**src/rtl/vintf_pkg.sv**
```systemverilog
package vintf_pkg;
   localparam int WORD_W = 32;
   localparam logic [WORD_W-1:0] RW_MASK = 32'hFFFC_021F;

   localparam int MASK_LSB = 24;
   localparam int BP0_LSB  = 21;
   localparam int BP1_LSB  = 18;
   localparam int EOI_BIT  = 9;
   localparam int CBP_BIT  = 4;
   localparam int FIQ_BIT  = 3;
   localparam int ACK_BIT  = 2;
   localparam int EN1_BIT  = 1;
   localparam int EN0_BIT  = 0;

   localparam logic [2:0] RSP_OK    = 3'b100;
   localparam logic [2:0] RSP_UNDEF = 3'b010;
   localparam logic [2:0] RSP_TRAP  = 3'b001;

   localparam logic [2:0] VIEW_MASK = 3'd0;
   localparam logic [2:0] VIEW_BP0  = 3'd1;
   localparam logic [2:0] VIEW_BP1  = 3'd2;
   localparam logic [2:0] VIEW_CTL  = 3'd3;
   localparam logic [2:0] VIEW_EN0  = 3'd4;
   localparam logic [2:0] VIEW_EN1  = 3'd5;

   function automatic logic [2:0] bp_sat_inc(input logic [2:0] v);
      return (v == 3'd7) ? 3'd7 : v + 3'd1;
   endfunction
endpackage

```
**src/rtl/vintf_priv_gate.sv**
```systemverilog
module vintf_priv_gate
   import vintf_pkg::*;
(
   input  logic [1:0] el,
   input  logic       el2_en,
   input  logic       trap_ctl,
   input  logic       sre_el2,
   input  logic       sre_el3,
   output logic [2:0] code
);
   always_comb begin
      unique case (el)
         2'd0: code = RSP_UNDEF;
         2'd1: code = (el2_en && trap_ctl) ? RSP_TRAP : RSP_UNDEF;
         2'd2: code = sre_el2 ? RSP_OK : RSP_UNDEF;
         default: code = sre_el3 ? RSP_OK : RSP_UNDEF;
      endcase
   end
endmodule

```
**src/rtl/vintf_guest_port.sv**
```systemverilog
module vintf_guest_port
   import vintf_pkg::*;
#(
   parameter int SEL_W  = 3,
   parameter int GDAT_W = 8
) (
   input  logic [WORD_W-1:0] word,
   input  logic [SEL_W-1:0]  sel,
   input  logic              wr,
   input  logic [GDAT_W-1:0] wdata,
   output logic [GDAT_W-1:0] rdata,
   output logic [WORD_W-1:0] wr_be,
   output logic [WORD_W-1:0] wr_bits
);
   logic       cbp;
   logic [2:0] bp0;
   logic [2:0] bp1;

   assign cbp = word[CBP_BIT];
   assign bp0 = word[BP0_LSB +: 3];
   assign bp1 = word[BP1_LSB +: 3];

   always_comb begin
      rdata   = '0;
      wr_be   = '0;
      wr_bits = '0;
      unique case (sel)
         VIEW_MASK: begin
            rdata = word[MASK_LSB +: 8];
            wr_be[MASK_LSB +: 8]   = {8{wr}};
            wr_bits[MASK_LSB +: 8] = wdata[7:0];
         end
         VIEW_BP0: begin
            rdata[2:0] = bp0;
            wr_be[BP0_LSB +: 3]   = {3{wr}};
            wr_bits[BP0_LSB +: 3] = wdata[2:0];
         end
         VIEW_BP1: begin
            rdata[2:0] = cbp ? bp_sat_inc(bp0) : bp1;
            wr_be[BP1_LSB +: 3]   = {3{wr && !cbp}};
            wr_bits[BP1_LSB +: 3] = wdata[2:0];
         end
         VIEW_CTL: begin
            rdata[3:0] = {word[ACK_BIT], word[FIQ_BIT], word[EOI_BIT], cbp};
            wr_be[CBP_BIT] = wr;
            wr_be[EOI_BIT] = wr;
            wr_be[FIQ_BIT] = wr;
            wr_be[ACK_BIT] = wr;
            wr_bits[CBP_BIT] = wdata[0];
            wr_bits[EOI_BIT] = wdata[1];
            wr_bits[FIQ_BIT] = wdata[2];
            wr_bits[ACK_BIT] = wdata[3];
         end
         VIEW_EN0: begin
            rdata[0] = word[EN0_BIT];
            wr_be[EN0_BIT]   = wr;
            wr_bits[EN0_BIT] = wdata[0];
         end
         VIEW_EN1: begin
            rdata[0] = word[EN1_BIT];
            wr_be[EN1_BIT]   = wr;
            wr_bits[EN1_BIT] = wdata[0];
         end
         default: ;
      endcase
   end
endmodule

```
**src/rtl/vintf_sig_dec.sv**
```systemverilog
module vintf_sig_dec #(
   parameter int PRIO_W = 8,
   parameter int ID_W   = 10
) (
   input  logic [PRIO_W-1:0] mask,
   input  logic              en0,
   input  logic              en1,
   input  logic              fiq_route,
   input  logic              ack_ctl,
   input  logic              pend_valid,
   input  logic [PRIO_W-1:0] pend_prio,
   input  logic              pend_grp,
   input  logic [ID_W-1:0]   pend_id,
   output logic              sig_irq,
   output logic              sig_fiq,
   output logic [ID_W-1:0]   ack_id
);
   localparam logic [ID_W-1:0] SPURIOUS_ID = ID_W'(1022);

   logic deliver;

   assign deliver = pend_valid && (pend_prio < mask) && (pend_grp ? en1 : en0);
   assign sig_fiq = deliver && !pend_grp && fiq_route;
   assign sig_irq = deliver && !sig_fiq;
   assign ack_id  = (pend_grp && !ack_ctl) ? SPURIOUS_ID : pend_id;
endmodule

```
**src/rtl/vintf_ctl_reg.sv**
```systemverilog
module vintf_ctl_reg
   import vintf_pkg::*;
#(
   parameter int SEL_W     = 3,
   parameter int GDAT_W    = 8,
   parameter int PRIO_W    = 8,
   parameter int ID_W      = 10,
   parameter int SYN_W     = 8,
   parameter int TRAP_CODE = 3
) (
   input  logic              clk,
   input  logic              rst_n,
   input  logic              priv_req,
   input  logic              priv_wr,
   input  logic [1:0]        priv_el,
   input  logic              priv_el2_en,
   input  logic              priv_trap_ctl,
   input  logic              priv_sre_el2,
   input  logic              priv_sre_el3,
   input  logic [WORD_W-1:0] priv_wdata,
   output logic [WORD_W-1:0] priv_rdata,
   output logic              rsp_valid,
   output logic [2:0]        rsp_code,
   output logic [SYN_W-1:0]  rsp_syndrome,
   input  logic [SEL_W-1:0]  g_sel,
   input  logic              g_wr,
   input  logic [GDAT_W-1:0] g_wdata,
   output logic [GDAT_W-1:0] g_rdata,
   input  logic              pend_valid,
   input  logic [PRIO_W-1:0] pend_prio,
   input  logic              pend_grp,
   input  logic [ID_W-1:0]   pend_id,
   output logic              sig_irq,
   output logic              sig_fiq,
   output logic [ID_W-1:0]   ack_id,
   output logic [PRIO_W-1:0] prio_mask,
   output logic [2:0]        grp0_bp,
   output logic [2:0]        grp1_bp_eff,
   output logic              eoi_split
);
   localparam logic [SYN_W-1:0] TRAP_SYN = SYN_W'(TRAP_CODE);

   initial begin
      assert (PRIO_W == 8) else $fatal(1, "PRIO_W must match the 8-bit mask field");
      assert (GDAT_W >= 8) else $fatal(1, "GDAT_W must hold the mask view");
      assert (ID_W >= 10)  else $fatal(1, "ID_W must hold ID 1022");
      assert (SEL_W >= 3)  else $fatal(1, "SEL_W must address six views");
      assert (TRAP_CODE < (1 << SYN_W)) else $fatal(1, "TRAP_CODE exceeds SYN_W");
   end

   logic [WORD_W-1:0] vmcr_q;
   logic [WORD_W-1:0] vmcr_d;
   logic [WORD_W-1:0] g_be;
   logic [WORD_W-1:0] g_bits;
   logic [2:0]        gate_code;
   logic              priv_ok;
   logic              priv_we;

   vintf_priv_gate u_gate (
      .el       (priv_el),
      .el2_en   (priv_el2_en),
      .trap_ctl (priv_trap_ctl),
      .sre_el2  (priv_sre_el2),
      .sre_el3  (priv_sre_el3),
      .code     (gate_code)
   );

   assign priv_ok = priv_req && (gate_code == RSP_OK);
   assign priv_we = priv_ok && priv_wr;

   vintf_guest_port #(.SEL_W(SEL_W), .GDAT_W(GDAT_W)) u_guest (
      .word    (vmcr_q),
      .sel     (g_sel),
      .wr      (g_wr),
      .wdata   (g_wdata),
      .rdata   (g_rdata),
      .wr_be   (g_be),
      .wr_bits (g_bits)
   );

   for (genvar i = 0; i < WORD_W; i++) begin : g_bit
      if (RW_MASK[i]) begin : g_rw
         assign vmcr_d[i] = priv_we  ? priv_wdata[i] :
                            g_be[i]  ? g_bits[i]     : vmcr_q[i];
      end else begin : g_res0
         assign vmcr_d[i] = 1'b0;
      end
   end

   always_ff @(posedge clk) begin
      if (!rst_n) begin
         vmcr_q       <= '0;
         rsp_valid    <= 1'b0;
         rsp_code     <= '0;
         rsp_syndrome <= '0;
         priv_rdata   <= '0;
      end else begin
         vmcr_q       <= vmcr_d;
         rsp_valid    <= priv_req;
         rsp_code     <= priv_req ? gate_code : 3'b000;
         rsp_syndrome <= (priv_req && gate_code == RSP_TRAP) ? TRAP_SYN : '0;
         priv_rdata   <= (priv_ok && !priv_wr) ? vmcr_q : '0;
      end
   end

   assign prio_mask   = vmcr_q[MASK_LSB +: PRIO_W];
   assign grp0_bp     = vmcr_q[BP0_LSB +: 3];
   assign grp1_bp_eff = vmcr_q[CBP_BIT] ? vmcr_q[BP0_LSB +: 3] : vmcr_q[BP1_LSB +: 3];
   assign eoi_split   = vmcr_q[EOI_BIT];

   vintf_sig_dec #(.PRIO_W(PRIO_W), .ID_W(ID_W)) u_sig (
      .mask       (prio_mask),
      .en0        (vmcr_q[EN0_BIT]),
      .en1        (vmcr_q[EN1_BIT]),
      .fiq_route  (vmcr_q[FIQ_BIT]),
      .ack_ctl    (vmcr_q[ACK_BIT]),
      .pend_valid (pend_valid),
      .pend_prio  (pend_prio),
      .pend_grp   (pend_grp),
      .pend_id    (pend_id),
      .sig_irq    (sig_irq),
      .sig_fiq    (sig_fiq),
      .ack_id     (ack_id)
   );
endmodule

```
**config.mk**
```make
export PLATFORM = sky130hd
export DESIGN_NAME = vintf_ctl_reg
export DESIGN_NICKNAME = d
export VERILOG_FILES = /design/src/rtl/vintf_pkg.sv /design/src/rtl/vintf_priv_gate.sv /design/src/rtl/vintf_guest_port.sv /design/src/rtl/vintf_sig_dec.sv /design/src/rtl/vintf_ctl_reg.sv
export SDC_FILE = /design/constraint.sdc
export NUM_CORES = 1
export LEC_CHECK = 0
export BUFFER_PORTS_ARGS = -buffer_cell sky130_fd_sc_hd__buf_2
export CAP_MARGIN = 10
export CORE_ASPECT_RATIO = 0.75
export CORE_MARGIN = 2
export CORE_UTILIZATION = 40
export DETAILED_ROUTE_END_ITERATION = 10
export GPL_TIMING_DRIVEN = 1
export PLACE_DENSITY = 0.76
export SLEW_MARGIN = 20
export SYNTH_ARGS = -nofsm -noshare
export SYNTH_HDL_FRONTEND = slang
export SYNTH_SLANG_ARGS = --single-unit
```
**constraint.sdc**
```tcl
create_clock -name clk -period 1.94 [get_ports clk]
set_input_delay 0.291 -clock clk [delete_from_list [all_inputs] [get_ports clk]]
set_output_delay 0.291 -clock clk [all_outputs]
set_load 0.01 [all_outputs]
```
==> out/metrics.json <==
{
  "run_status": {
    "status": "complete, but fails checks",
    "failed_checks": "setup timing"
  },
  "clock_tree": {
    "clock_network_latency_to_the_later_pin_of_the_worst_skew_pair_ns": 0.29,
    "tritoncts.num_buffers": 5,
    "tritoncts_clock_tree": "built",
    "clockBufferDepth": 2,
    "cts.htree.levels": 2,
    "clk_root_buffer_cell": "sky130_fd_sc_hd__clkbuf_8",
    "cts.reportedPaths.clkPinSlew_ns": 0.09,
    "clock-sinks": 45
  },
  "timing": {
    "final.period_utilization_pct": 105,
    "worst_pin_slew_ns": 0.607,
    "fin_ws_ns": -0.0903,
    "layout_min_cycle_time_ns": 2.03,
    "report.final.hold_viol_count": 0,
    "timing.clock.skew_ns": 0.00417,
    "finalSetupViolCount": 2,
    "fmax_mhz": 493,
    "slew-limit-headroom_pct": 59.3,
    "setup_repair_after_global_routing_missed_its_margin": "true",
    "final_max_slew_viol_count": 0
  },
  "setup_path": {
    "critical_path.max_fanout": 2,
    "crit-reg2reg-launch": "vmcr_q[4]",
    "type_of_element_launching_the_critical_path": "register",
    "r2r_setup_slack_ns": 0.79,
    "arrival_time_at_the_worst_endpoint_ns": 1.74,
    "cp.required_ns": 1.65,
    "criticalPathCategory": "register to output pin",
    "cp-end-kind": "output pin",
    "critical_r2r_capture": "vmcr_q[18]",
    "worstRegToRegCells": 3
  },
  "floorplanning": {
    "rows": 24,
    "die-area_um2": 6580,
    "floorplan.die.width_um": 93.0,
    "placeableCoreArea_um2": 5770,
    "number_of_i_o_pins": 153,
    "die_h_um": 70.7,
    "effective_utilization_at_floorplan_pct": 41.2
  },
  "drt": {
    "number_of_remaining_drc_errors": 0,
    "drt_pre_antenna_iters": 5,
    "avgRoutedWirePerCell_um": 14.5,
    "vias": 2240,
    "drt.antenna.violating_nets": 0,
    "viasPerCell": 4.84,
    "detail_route.iter0.violations": 152,
    "postRouteWirelength_um": 6710
  },
  "grt": {
    "grt_antenna_before_repair": 0,
    "grt_pass1_vias": 1950,
    "grtUsageTotal_pct": 19.4,
    "grt_start_max_net_pins": 41,
    "global_route_wire_length_before_repair_um": 9840,
    "grt-ovfl-total": 0
  },
  "logic_synthesis": {
    "synth.cell_area_um2": 2380,
    "synth-seq-cells": 45,
    "synth_cells": 269,
    "synthesis.area_per_instance_um2": 8.83,
    "synth.yosys.seq_area_share_pct": 37.9,
    "synth_cell_types": 39,
    "ys_warn_count": 0
  },
  "hold_path": {
    "hp-start": "priv_el[1]",
    "hp-class": "primary input to register",
    "min_to": "rsp_syndrome[0]",
    "min_delay_path_depth": 2
  },
  "layout": {
    "commonest_non_fill_non_tap_cells_in_the_layout": "sky130_fd_sc_hd__buf_2, sky130_fd_sc_hd__dfxtp_1, sky130_fd_sc_hd__a21oi_1",
    "layout.cells.most_common": "sky130_fd_sc_hd__buf_2",
    "num_antenna_cells": 0,
    "post_route_cells_drive_above_1_share_pct": 44.7,
    "layout.cells.non_filler": 463,
    "areaGrowthSynthToFinish_pct": 33.2,
    "design.final.nets": 466
  },
  "power": {
    "p_leak_nw": 1.53,
    "power.total_mw": 2.09,
    "power_per_cell_area_nw_per_um2": 660,
    "vdd.ir_drop.worst_v": 0.000281
  },
  "placement": {
    "finalWeightedCongestion": 0.906,
    "placed_cells_incl_taps": 452,
    "port_buffers": 122,
    "hpwl_um": 5260
  },
  "job": {
    "cap_viol_max_count": 0
  }
}
[repair_timing]
item	4_1_cts	5_1_grt
gates resized for setup	13	7
pin swaps	7	3
buffers inserted	2	1
endpoints found under the setup margin	3	3
hold buffers	0	0
[worst max path at each step]
stage                       from       to  slack, ns  depth (start not counted)
finish                vmcr_q[25]  sig_irq      -0.09                          7
global route          vmcr_q[25]  sig_irq      -0.18                          7
detailed placement  pend_prio[1]  sig_irq      -0.01                          7
global placement    pend_prio[1]  sig_irq       0.02                          7
CTS                   vmcr_q[25]  sig_irq      -0.11                          7
floorplan             vmcr_q[25]  sig_irq       0.10                          6
[state kept, by name, indices dropped and copies added, names as in the netlist]
register / flops
vmcr_q: 20
priv_rdata: 20
rsp_code: 3
rsp_syndrome: 1
rsp_valid: 1
[through the flow]
| stage | TNS, ns | util (%) | instance area [µm²] | worst slack (ns) | hold slack (ns) |
|---|---|---|---|---|---|
| floorplan | 0 | - | 2440 | 0.102 | 0.370 |
| global route | -0.316 | 54.9 | 3170 | -0.185 | 0.238 |
| detailed placement | -0.0101 | 51.1 | 2940 | -0.0101 | 0.508 |
| CTS | -0.125 | 54.4 | 3130 | -0.109 | 0.223 |
| finish | -0.132 | 54.9 | 3170 | -0.0903 | 0.226 |
| global placement | 0 | 51.1 | 2940 | 0.0236 | 0.510 |
[cell usage after synthesis]
library cell,count,area [µm²]
sky130_fd_sc_hd__buf_1,2,7.51
sky130_fd_sc_hd__o32ai_1,1,8.76
sky130_fd_sc_hd__a21oi_1,31,155
sky130_fd_sc_hd__nand4_1,2,12.5
sky130_fd_sc_hd__buf_2,2,10.0
sky130_fd_sc_hd__a31oi_1,3,18.8
sky130_fd_sc_hd__mux2_2,4,45.0
sky130_fd_sc_hd__nand2_1,6,22.5
sky130_fd_sc_hd__and4b_1,1,10.0
sky130_fd_sc_hd__buf_4,33,248
sky130_fd_sc_hd__o2111ai_1,1,8.76
sky130_fd_sc_hd__inv_1,10,37.5
sky130_fd_sc_hd__nand2_2,1,6.26
sky130_fd_sc_hd__conb_1,1,3.75
sky130_fd_sc_hd__nand3_1,3,15.0
sky130_fd_sc_hd__nor3_1,3,15.0
sky130_fd_sc_hd__o22ai_1,1,6.26
sky130_fd_sc_hd__or3b_2,1,8.76
sky130_fd_sc_hd__o21ai_0,21,105
sky130_fd_sc_hd__nor3_2,1,10.0
sky130_fd_sc_hd__mux2i_1,15,150
sky130_fd_sc_hd__mux4_2,1,22.5
sky130_fd_sc_hd__and2_1,18,113
sky130_fd_sc_hd__nor4_1,7,43.8
sky130_fd_sc_hd__o211ai_1,1,7.51
sky130_fd_sc_hd__clkbuf_2,3,15.0
sky130_fd_sc_hd__nand4b_1,2,17.5
sky130_fd_sc_hd__dfxtp_1,45,901
sky130_fd_sc_hd__o21a_1,1,7.51
sky130_fd_sc_hd__o41ai_1,1,8.76
sky130_fd_sc_hd__nand2b_1,10,62.6
sky130_fd_sc_hd__clkbuf_1,5,18.8
sky130_fd_sc_hd__and4_1,1,8.76
sky130_fd_sc_hd__ha_1,8,100
sky130_fd_sc_hd__nor2_1,15,56.3
sky130_fd_sc_hd__nor4b_4,2,47.6
sky130_fd_sc_hd__inv_2,1,3.75
sky130_fd_sc_hd__nor3b_1,3,22.5
sky130_fd_sc_hd__a211oi_1,2,15.0
[routing by layer]
layer	routed length (µm)	vias to the layer above	GRT usage, %
met5	0	-	0
met4	27	0	4.08
met3	630	2	5.96
met2	3070	112	30.8
met1	2990	1007	26.4
li1	-	1119	-
[worst max-delay path: stages (launching register included)]
cell and delay (ns):
sky130_fd_sc_hd__dfxtp_2 0.36, sky130_fd_sc_hd__inv_4 0.05, sky130_fd_sc_hd__ha_4 0.15, sky130_fd_sc_hd__or3b_4 0.37, sky130_fd_sc_hd__o2111ai_2 0.07, sky130_fd_sc_hd__a31oi_2 0.14
sky130_fd_sc_hd__nor3b_2 0.16, sky130_fd_sc_hd__buf_2 0.15
[cells by family after synthesis]
family,count (synthesis),synth area share [%]
other cells,1,0.158
mux,20,9.16
buf+inv,56,14.3
fa+ha+maj,8,4.21
simple gates,76,19.9
compound gates,63,14.4
flops,45,37.9
[area by class of cell]
class / count / area (µm²)
inverters: 11 / 43.8
flip-flops and latches: 45 / 910
well taps: 78 / 97.6
repair buffers: 136 / 728
clock buffers: 6 / 82.6
fillers: 568 / 2600
clock inverters: 2 / 37.5
multi-input cells: 185 / 1270
[power breakdown]
part           internal [mW]  total, mW  switching (mW)
Clock                  0.419      0.735           0.316
Sequential             0.951      0.978          0.0270
Combinational          0.172      0.376           0.204
Total                   1.54       2.09           0.547
Power figures use the tool's default switching activity.
